File: config.mk
export PLATFORM = sky130hd
export DESIGN_NAME = qgen_quad
export DESIGN_NICKNAME = d
export VERILOG_FILES = /design/src/rtl/qgen_pkg.sv /design/src/rtl/qgen_period.sv /design/src/rtl/qgen_counter.sv /design/src/rtl/qgen_phase.sv /design/src/rtl/qgen_quad.sv
export SDC_FILE = /design/constraint.sdc
export NUM_CORES = 1
export LEC_CHECK = 0
export CORE_ASPECT_RATIO = 1.1
export CORE_UTILIZATION = 45
export DETAILED_ROUTE_END_ITERATION = 8
export DONT_BUFFER_PORTS = 1
export GPL_TIMING_DRIVEN = 0
export PLACE_DENSITY = 0.64
export SLEW_MARGIN = 20
export SYNTH_ARGS = -nofsm -noshare
export SYNTH_HDL_FRONTEND = slang
export SYNTH_SLANG_ARGS = --single-unit
File: constraint.sdc
create_clock -name clk -period 8.45 [get_ports clk]
set_clock_uncertainty 0.15 [all_clocks]
set_input_delay 0.4225 -clock clk [delete_from_list [all_inputs] [get_ports clk]]
set_output_delay 0.4225 -clock clk [all_outputs]
set_load 0.03 [all_outputs]
File: src/rtl/qgen_pkg.sv
package qgen_pkg;
  localparam int unsigned QG_PW = 32;

  typedef logic [QG_PW-1:0] cnt_t;

  // Decoded thresholds for one waveform cycle
  typedef struct packed {
    cnt_t last;   // final count before returning to zero
    cnt_t half;   // A falls here
    cnt_t qtr;    // B rises here
    cnt_t three;  // B falls here
  } thr_t;

  function automatic thr_t qg_thresholds(input cnt_t per, input cnt_t floor_v);
    cnt_t p;
    thr_t t;
    p       = (per < floor_v) ? floor_v : per;
    t.last  = p - cnt_t'(1);
    t.half  = p >> 1;
    t.qtr   = p >> 2;
    t.three = t.half + t.qtr;
    return t;
  endfunction
endpackage

File: src/rtl/qgen_period.sv
module qgen_period
  import qgen_pkg::*;
#(
  parameter int unsigned MIN_PERIOD = 4
) (
  input  logic clk,
  input  logic rst,
  input  logic en,
  input  logic at_end,
  input  cnt_t period_i,
  output thr_t thr_q,
  output thr_t thr_nx
);
  localparam cnt_t FLOOR = cnt_t'(MIN_PERIOD);

  logic take;
  assign take = rst || (en && at_end);

  always_comb begin
    thr_nx = thr_q;
    if (take) thr_nx = qg_thresholds(period_i, FLOOR);
  end

  always_ff @(posedge clk) begin
    thr_q <= thr_nx;
  end

  // clamped period keeps the four edges strictly ordered
  a_r5_edge_order: assert property (@(posedge clk) disable iff (rst)
    (thr_q.qtr != '0) && (thr_q.qtr < thr_q.half) &&
    (thr_q.half < thr_q.three) && (thr_q.three <= thr_q.last));
endmodule

File: src/rtl/qgen_counter.sv
module qgen_counter
  import qgen_pkg::*;
(
  input  logic clk,
  input  logic rst,
  input  logic en,
  input  thr_t thr_q,
  input  thr_t thr_nx,
  output cnt_t cnt_nx,
  output logic at_end
);
  cnt_t cnt_q;

  assign at_end = (cnt_q == thr_q.last);

  always_comb begin
    if (rst)        cnt_nx = thr_nx.last;  // park at the end: next enabled edge starts at 0
    else if (!en)   cnt_nx = cnt_q;
    else if (at_end) cnt_nx = '0;
    else            cnt_nx = cnt_q + cnt_t'(1);
  end

  always_ff @(posedge clk) begin
    cnt_q <= cnt_nx;
  end

  // count never passes the final value of the current cycle
  a_r2_count_in_range: assert property (@(posedge clk) disable iff (rst)
    cnt_q <= thr_q.last);

  // frozen while disabled
  a_r8_count_frozen: assert property (@(posedge clk) disable iff (rst)
    !en |=> $stable(cnt_q));
endmodule

File: src/rtl/qgen_phase.sv
module qgen_phase
  import qgen_pkg::*;
(
  input  logic clk,
  input  logic rst,
  input  logic en,
  input  cnt_t cnt_nx,
  input  thr_t thr_nx,
  input  logic at_end,
  output logic a_q,
  output logic b_q,
  output logic wrap_q
);
  always_ff @(posedge clk) begin
    if (rst) begin
      a_q    <= 1'b0;
      b_q    <= 1'b0;
      wrap_q <= 1'b0;
    end else if (en) begin
      a_q    <= (cnt_nx < thr_nx.half);
      b_q    <= (cnt_nx >= thr_nx.qtr) && (cnt_nx < thr_nx.three);
      wrap_q <= at_end;
    end else begin
      wrap_q <= 1'b0;
    end
  end

  // A rises only while B is low (count 0)
  a_r3_a_rise_b_low: assert property (@(posedge clk) disable iff (rst)
    $rose(a_q) |-> !b_q);

  // B rises only while A is high (quarter point)
  a_r4_b_rise_a_high: assert property (@(posedge clk) disable iff (rst)
    $rose(b_q) |-> a_q);

  // strobe coincides with cycle start and lasts one cycle
  a_r7_wrap_at_start: assert property (@(posedge clk) disable iff (rst)
    wrap_q |-> (a_q && !b_q));
  a_r7_wrap_single: assert property (@(posedge clk) disable iff (rst)
    wrap_q |=> !wrap_q);

  // disabled means outputs held, no strobe
  a_r8_outputs_held: assert property (@(posedge clk) disable iff (rst)
    !en |=> ($stable(a_q) && $stable(b_q) && !wrap_q));
endmodule

File: src/rtl/qgen_quad.sv
module qgen_quad
  import qgen_pkg::*;
#(
  parameter int unsigned MIN_PERIOD = 4
) (
  input  logic             clk,
  input  logic             rst,
  input  logic             en,
  input  logic [QG_PW-1:0] period,
  output logic             phase_a,
  output logic             phase_b,
  output logic             wrap
);
  thr_t thr_q;
  thr_t thr_nx;
  cnt_t cnt_nx;
  logic at_end;

  qgen_period #(.MIN_PERIOD(MIN_PERIOD)) u_period (
    .clk      (clk),
    .rst      (rst),
    .en       (en),
    .at_end   (at_end),
    .period_i (period),
    .thr_q    (thr_q),
    .thr_nx   (thr_nx)
  );

  qgen_counter u_counter (
    .clk    (clk),
    .rst    (rst),
    .en     (en),
    .thr_q  (thr_q),
    .thr_nx (thr_nx),
    .cnt_nx (cnt_nx),
    .at_end (at_end)
  );

  qgen_phase u_phase (
    .clk    (clk),
    .rst    (rst),
    .en     (en),
    .cnt_nx (cnt_nx),
    .thr_nx (thr_nx),
    .at_end (at_end),
    .a_q    (phase_a),
    .b_q    (phase_b),
    .wrap_q (wrap)
  );
endmodule

==> metrics.csv, run 1 <==
metric,value,unit
status,finished clean,
Worst Hold Path Cells,2,
CP arrival,6770,ps
Hold Path Class,primary input to register,
DR vias,9855,
RePlAce Congestion,0.942,
vias per inst,5.57,
layout cells sized above 1,0.0640,
Die Span Y,170,µm
antenna diode count,0,
Sw Pwr,807,µW
Slew Limit Fails,0,
number of synthesis warnings,0,
PortBufs,0,
Max-slew headroom,0.336,
htree depth,4,
PostCTS Resize Cnt,0,
Leak,5.99,nW
RSZ-0062 raised after global routing,false,
mapped cell area,11600,µm²
worst endpoint required time,8590,ps
setup TNS,0,ps
Synth async-reset ratio,0,
CP startpoint kind,primary input,
total gr overflow,0,
"Seq/Total Area, Yosys",0.281,
CTS Hold Bufs,0,
critical path capture point type,register,
"Net count, final",1626,
synthesized instance count,1391,
pwr dens,196,nW/µm²
Post-CTS Setup Bufs,0,
first-pass GRT wire length,53.5,mm
CORE AREA,25300,µm²
worst reg2reg startpoint,u_counter.cnt_q[28],
sequential share of power,0.376,
Routed WL,35.0,mm
reg2reg path depth,15,
Worst R2R End,u_phase.a_q,
R2R Setup Slk,2320,ps
Cell variety after synth,63,
row cnt,61,
Initial Util,0.459,
number of synthesized flops with an enable pin,0,
Fillers,2404,
DRC,0,
FMAX,0.151,GHz
Synth Register Bits,163,
post-layout util,0.501,
Synth Flop Type,dfxtp_1,
Worst-Skew Late Latency,440,ps
gr usage total,0.271,
Setup CP Type,primary input to register,
Final Hold Violating Endpoints,0,
combinational share of power,0.282,
min cycle time layout,6630,ps
vias in the first global route,9516,
clk sinks,163,
pin count of the biggest net entering global routing,17,
pin slew with the least headroom to its limit,996,ps
TritonCTS buffer count,17,
HPWL after DPL,27.9,mm
Hold EP,u_period.thr_q[119],
Synth area leader,dfxtp_1,
Die ar.,26400,µm²
sw frac,0.326,
Final Cycle Share,0.785,
Initial DRC Count,740,
Peak VDD IR,0.000113,V
Clk pwr share,0.342,
TritonCTS clock tree,built,
syn nets,1607,
Avg WL per Cell,19.8,µm
Top Ports,38,
chip width,155,µm
Synth Area per Inst,8.34,µm²
Final ANT Viol Nets,0,
Synth top area share,0.281,
min-delay src,period[23],
largest cells by area after synthesis,"dfxtp_1 (28%), ha_1 (19%), a21oi_1 (5.4%), xnor2_1 (4.8%), inv_1 (4.2%)",
Layout area overhead,9.19,%
First-pass DRT Iterations,5,
final setup fails,0,
clock-pin slew of the registers on the worst-case setup and hold paths,70,ps
CP Max Fanout,6,
clk root buf,clkbuf_16,
P_int,1.67,mW
initial antenna violation count,0,
clk buf depth,2,
Max-cap violations,0,
-- worst max-delay path, cell delays in order --
cell       delay, ps
nor4_1           330
nand4_1          420
o21ai_0          530
ha_1             280
nand2b_1         130
a21boi_0         130
o21ai_0          420
a21oi_1          260
a211oi_1         380
o21ai_0          160
xnor2_1          360
o22ai_1          320
ha_1             420
nand4_1           90
or2_2            330
nor4_1           760
o2111ai_1        340
o221ai_1         490
a41oi_1          190
-- flip-flops by register name, summed over array words and instances (netlist names) --
signal           count
u_period.thr_q     128
u_counter.cnt_q     32
u_phase.a_q          1
u_phase.b_q          1
u_phase.wrap_q       1
-- power by group through the flow --
stage	clock [mW]	combinational [mW]	sequential, mW
after floorplan	0	0.514	0.934
after global placement	0	0.675	0.944
after global routing	0.886	0.784	0.942
after detailed placement	0	0.688	0.947
final	0.848	0.700	0.932
after CTS	0.854	0.695	0.930
-- cell families (layout without fill, tap and decap cells) --
family          Yosys count  in the layout  share of synthesized area
flops                   163            163                      0.281
fa+ha+maj               181            181                      0.196
buf+inv                 193            224                     0.0646
xor+xnor                112            112                     0.0846
mux                      35             35                     0.0325
compound gates          331            331                      0.185
simple gates            376            376                      0.156
-- per-stage QoR --
stage	setup slack, ps	hold slack (ps)	cells	cell area (µm²)	power, mW
after floorplan	3520	260	1391	11600	1.45
after global placement	1440	274	1737	12000	1.62
after detailed placement	1450	276	1737	12000	1.63
after CTS	1860	11.4	1768	12700	2.48
after global routing	1620	18.8	1768	12700	2.61
final	1820	22.2	1768	12700	2.48
-- Yosys cell counts (5+ instances only) --
cell type	instances
o21ai_0	46
nor2b_1	11
mux2i_1	14
o22ai_1	5
inv_1	130
a21oi_1	125
nand4_1	21
and4_1	8
dfxtp_1	163
nor4_1	12
nor3b_1	5
a21boi_0	6
nor3_1	13
a211oi_1	14
nand2b_1	10
a22o_1	10
mux2_2	21
and3_1	12
and2_1	8
xor2_1	49
nand3_1	27
ha_1	180
nor2_1	117
o2111ai_1	7
nand2_1	107
or2_2	11
a21o_1	45
clkbuf_1	46
o211ai_1	9
buf_2	14
o21a_1	13
o31ai_1	10
xnor2_1	63
-- worst max-delay path by stage --
stage | slack [ps] | start | to
CTS | 1860 | period[30] | u_phase.a_q
detailed placement | 1450 | period[30] | u_phase.a_q
global route | 1620 | period[30] | u_phase.a_q
global placement | 1440 | period[14] | u_phase.a_q
finish | 1820 | period[30] | u_phase.a_q
floorplan | 3520 | period[14] | u_phase.b_q
-- routing by layer --
| layer | wire length, µm | up-vias | global-route usage |
|---|---|---|---|
| met5 | 0 | - | 0 |
| met4 | 1160 | 0 | 0.112 |
| met3 | 1740 | 63 | 0.0369 |
| met2 | 16400 | 262 | 0.461 |
| met1 | 15600 | 4678 | 0.344 |
| li1 | - | 4852 | - |
-- layout make-up --
type,instances,area (µm²),share of cell area
clock buffer,20,457,0.0361
buffer,63,262,0.0207
sequential,163,3260,0.258
tap,346,433,0.0342
multi-input combinational,1035,7580,0.599
inverter,130,488,0.0385
clock inverter,11,176,0.0139
-- placed cells by master (no fill, tap or decap), drive strengths merged, types with 5 or more instances in the layout --
| cell type | instances |
|---|---|
| nand2b | 10 |
| mux2i | 14 |
| nor2 | 117 |
| nor4 | 16 |
| a21oi | 126 |
| nor3 | 13 |
| o21a | 13 |
| nand2 | 107 |
| ha | 180 |
| dfxtp | 163 |
| buf | 17 |
| nor2b | 11 |
| clkinv | 5 |
| inv | 131 |
| a22o | 10 |
| a211oi | 14 |
| o2111ai | 7 |
| nand3 | 27 |
| o21ai | 49 |
| xor2 | 49 |
| mux2 | 21 |
| o31ai | 10 |
| and3 | 12 |
| and4 | 8 |
| a21boi | 6 |
| a2111oi | 5 |
| a21o | 45 |
| and2 | 8 |
| or2 | 12 |
| o211ai | 9 |
| clkbuf | 66 |
| nor3b | 5 |
| xnor2 | 63 |
| o22ai | 5 |
| nand4 | 22 |
(Power assumes the default switching activity.)
==> inputs of run 2 (changes only) <==
==> constraint.sdc (replaced) <==
create_clock -name clk -period 6.7 [get_ports clk]
set_clock_uncertainty 0.15 [all_clocks]
set_input_delay 0.335 -clock clk [delete_from_list [all_inputs] [get_ports clk]]
set_output_delay 0.335 -clock clk [all_outputs]
set_load 0.03 [all_outputs]
==> run 2 against run 1 <==
- register-to-register slack worse by 1500 ps
- sequential power up 27%
- flip-flop and latch count unchanged
- highest routed layer unchanged
==> metrics.csv, run 2 (same netlist as run 1, synthesis figures left out) <==
metric,value,unit,change
clk buf depth,2,,unchanged
post-layout util,0.504,,was 0.501
Top Ports,38,,unchanged
Die Span Y,170,µm,unchanged
First-pass DRT Iterations,5,,unchanged
RSZ-0062 raised after global routing,false,,unchanged
Final Cycle Share,0.950,,
Clk pwr share,0.342,,about the same
layout cells sized above 1,0.0644,,was 0.0640
combinational share of power,0.283,,was 0.282
worst endpoint required time,6850,ps,was 8590 ps
"Net count, final",1632,,was 1626
final setup fails,0,,unchanged
final setup margin,332,ps,was 1820 ps
Slew Limit Fails,0,,unchanged
Hold Path Class,primary input to register,,unchanged
Setup CP Type,primary input to register,,unchanged
critical path capture point type,register,,unchanged
DRC,0,,unchanged
CORE AREA,25300,µm²,unchanged
initial antenna violation count,0,,unchanged
worst reg2reg startpoint,u_counter.cnt_q[28],,unchanged
total gr overflow,0,,unchanged
Peak VDD IR,0.000142,V,was 0.000113 V
Largest register FFs,128,,unchanged
CP top delay family,compound AO/OA/AOI/OAI gates,,unchanged
clk root buf,clkbuf_16,,unchanged
vias per inst,5.61,,was 5.57
"Top cell by count, worst path",o21ai_0,,unchanged
pin count of the biggest net entering global routing,17,,unchanged
CP startpoint kind,primary input,,unchanged
biggest regs,"u_period.thr_q: 128 flops, u_counter.cnt_q: 32 flops",,unchanged
FMAX,0.157,GHz,
CP arrival,6510,ps,was 6770 ps
"Cell Chain, Critical Path",nor4_1 > nand4_1 > o21ai_0 > ha_1 > nand2b_1 > a21boi_0 > o21ai_0 > a21oi_1 > a211oi_1 > o21ai_0 > xnor2_1 > o22ai_1 > ha_1 > nand4_1 > or2_2 > nor4_2 > o2111ai_1 > o221ai_1 > a41oi_1,,was nor4_1 > nand4_1 > o21ai_0 > ha_1 > nand2b_1 > a21boi_0 > o21ai_0 > a21oi_1 > a211oi_1 > o21ai_0 > xnor2_1 > o22ai_1 > ha_1 > nand4_1 > or2_2 > nor4_1 > o2111ai_1 > o221ai_1 > a41oi_1
Initial DRC Count,720,,was 740
Crit. Startpoint,period[30],,unchanged
Sw Pwr,1.02,mW,was 807 µW
Avg WL per Cell,19.9,µm,was 19.8 µm
PortBufs,0,,unchanged
RePlAce Congestion,0.942,,unchanged
most frequent cells in the layout,"ha_1 (180), dfxtp_1 (163), inv_1 (130)",,unchanged
TritonCTS buffer count,17,,unchanged
Layout area overhead,9.77,%,was 9.19%
Place WS,-216,ps,was 1450 ps
min-delay src,period[18],,was period[23]
Routed WL,35.2,mm,was 35.0 mm
Max-cap violations,0,,unchanged
Leak,6.02,nW,was 5.99 nW
Fillers,2397,,was 2404
chip width,155,µm,unchanged
first-pass GRT wire length,53.8,mm,was 53.5 mm
htree depth,4,,unchanged
Die ar.,26400,µm²,unchanged
worst hold margin,15.8,ps,was 22.2 ps
Initial Util,0.459,,unchanged
Post-CTS Setup Bufs,0,,unchanged
min cycle time layout,6370,ps,
sequential share of power,0.375,,was 0.376
pwr dens,246,nW/µm²,was 196 nW/µm²
DR vias,9949,,was 9855
CP Max Fanout,6,,unchanged
Final ANT Viol Nets,0,,unchanged
slowest CP cell,nor4_2,,was nor4_1
row cnt,61,,unchanged
antenna diode count,0,,unchanged
gr usage total,0.273,,was 0.271
Buffers & Inverters on Critical Path,0,,unchanged
status,finished clean,,unchanged
"commonest non-fill, non-tap cell in the layout",ha_1,,unchanged
clk sinks,163,,unchanged
Final Hold Violating Endpoints,0,,unchanged
Max-slew headroom,0.339,,was 0.336
clock-pin slew of the registers on the worst-case setup and hold paths,70,ps,about the same
pin slew with the least headroom to its limit,983,ps,was 996 ps
CP peak stage delay,560,ps,was 760 ps
Worst-Skew Late Latency,450,ps,was 440 ps
P_int,2.11,mW,was 1.67 mW
TritonCTS clock tree,built,,unchanged
largest reg by FF count,u_period.thr_q,,unchanged
HPWL after DPL,27.9,mm,unchanged
sw frac,0.327,,was 0.326
vias in the first global route,9547,,was 9516
==> run 2: final timing paths <==
check	to	slack, ps	cells past startpoint
hold reg to reg	u_period.thr_q[95]	290	2
setup reg to reg	u_phase.a_q	790	15
setup / recovery	u_phase.a_q	330	19
hold / removal	u_period.thr_q[114]	20	2
==> run 2: stage by stage <==
step                instances  area [µm²]  setup TNS (ps)  total power, mW
floorplan                1391       11600               0             1.83
global placement         1737       12000            -223             2.04
detailed placement       1737       12000            -216             2.06
CTS                      1774       12700               0             3.13
global route             1774       12700               0             3.30
finish                   1774       12700               0             3.13
==> run 2: worst register-to-register path, cell delays in order, from the launching register on <==
cell       delay, ps
dfxtp_1          450
xor2_1           100
nor4_1           390
nand4_2          220
o41ai_4          490
buf_2            410
buf_2            520
buf_2            360
o22ai_1          280
ha_1             420
nand4_1           90
or2_2            340
nor4_2           560
o2111ai_1        320
o221ai_1         480
a41oi_1          190
==> run 2: routing by layer <==
layer / track usage / share of wire
met1: 0.344 / 0.45
met3: 0.0418 / 0.050
met5: 0 / 0
met4: 0.105 / 0.032
met2: 0.466 / 0.47
==> run 2: what timing repair did <==
action,CTS,global route
hold buffers,6,0
resized for setup,0,1
endpoints found under the hold margin,6,0
endpoints found under the setup margin,0,1
==> run 2: power groups by stage <==
stage / Combinational, mW / Clock, mW / Sequential [mW]
final: 0.887 / 1.07 / 1.18
after detailed placement: 0.867 / 0 / 1.19
after global routing: 0.993 / 1.12 / 1.19
after floorplan: 0.649 / 0 / 1.18
after global placement: 0.851 / 0 / 1.19
after CTS: 0.881 / 1.08 / 1.17
==> run 2: final cells by class <==
cell class	count	area, µm²	area share
plain buffers	63	262	0.0205
clock buffers	20	457	0.0359
well taps	346	433	0.0340
multi-input cells	1035	7590	0.596
flip-flops and latches	163	3260	0.256
inverters	130	488	0.0383
clock inverters	11	176	0.0139
repair buffers	6	60.1	0.00472
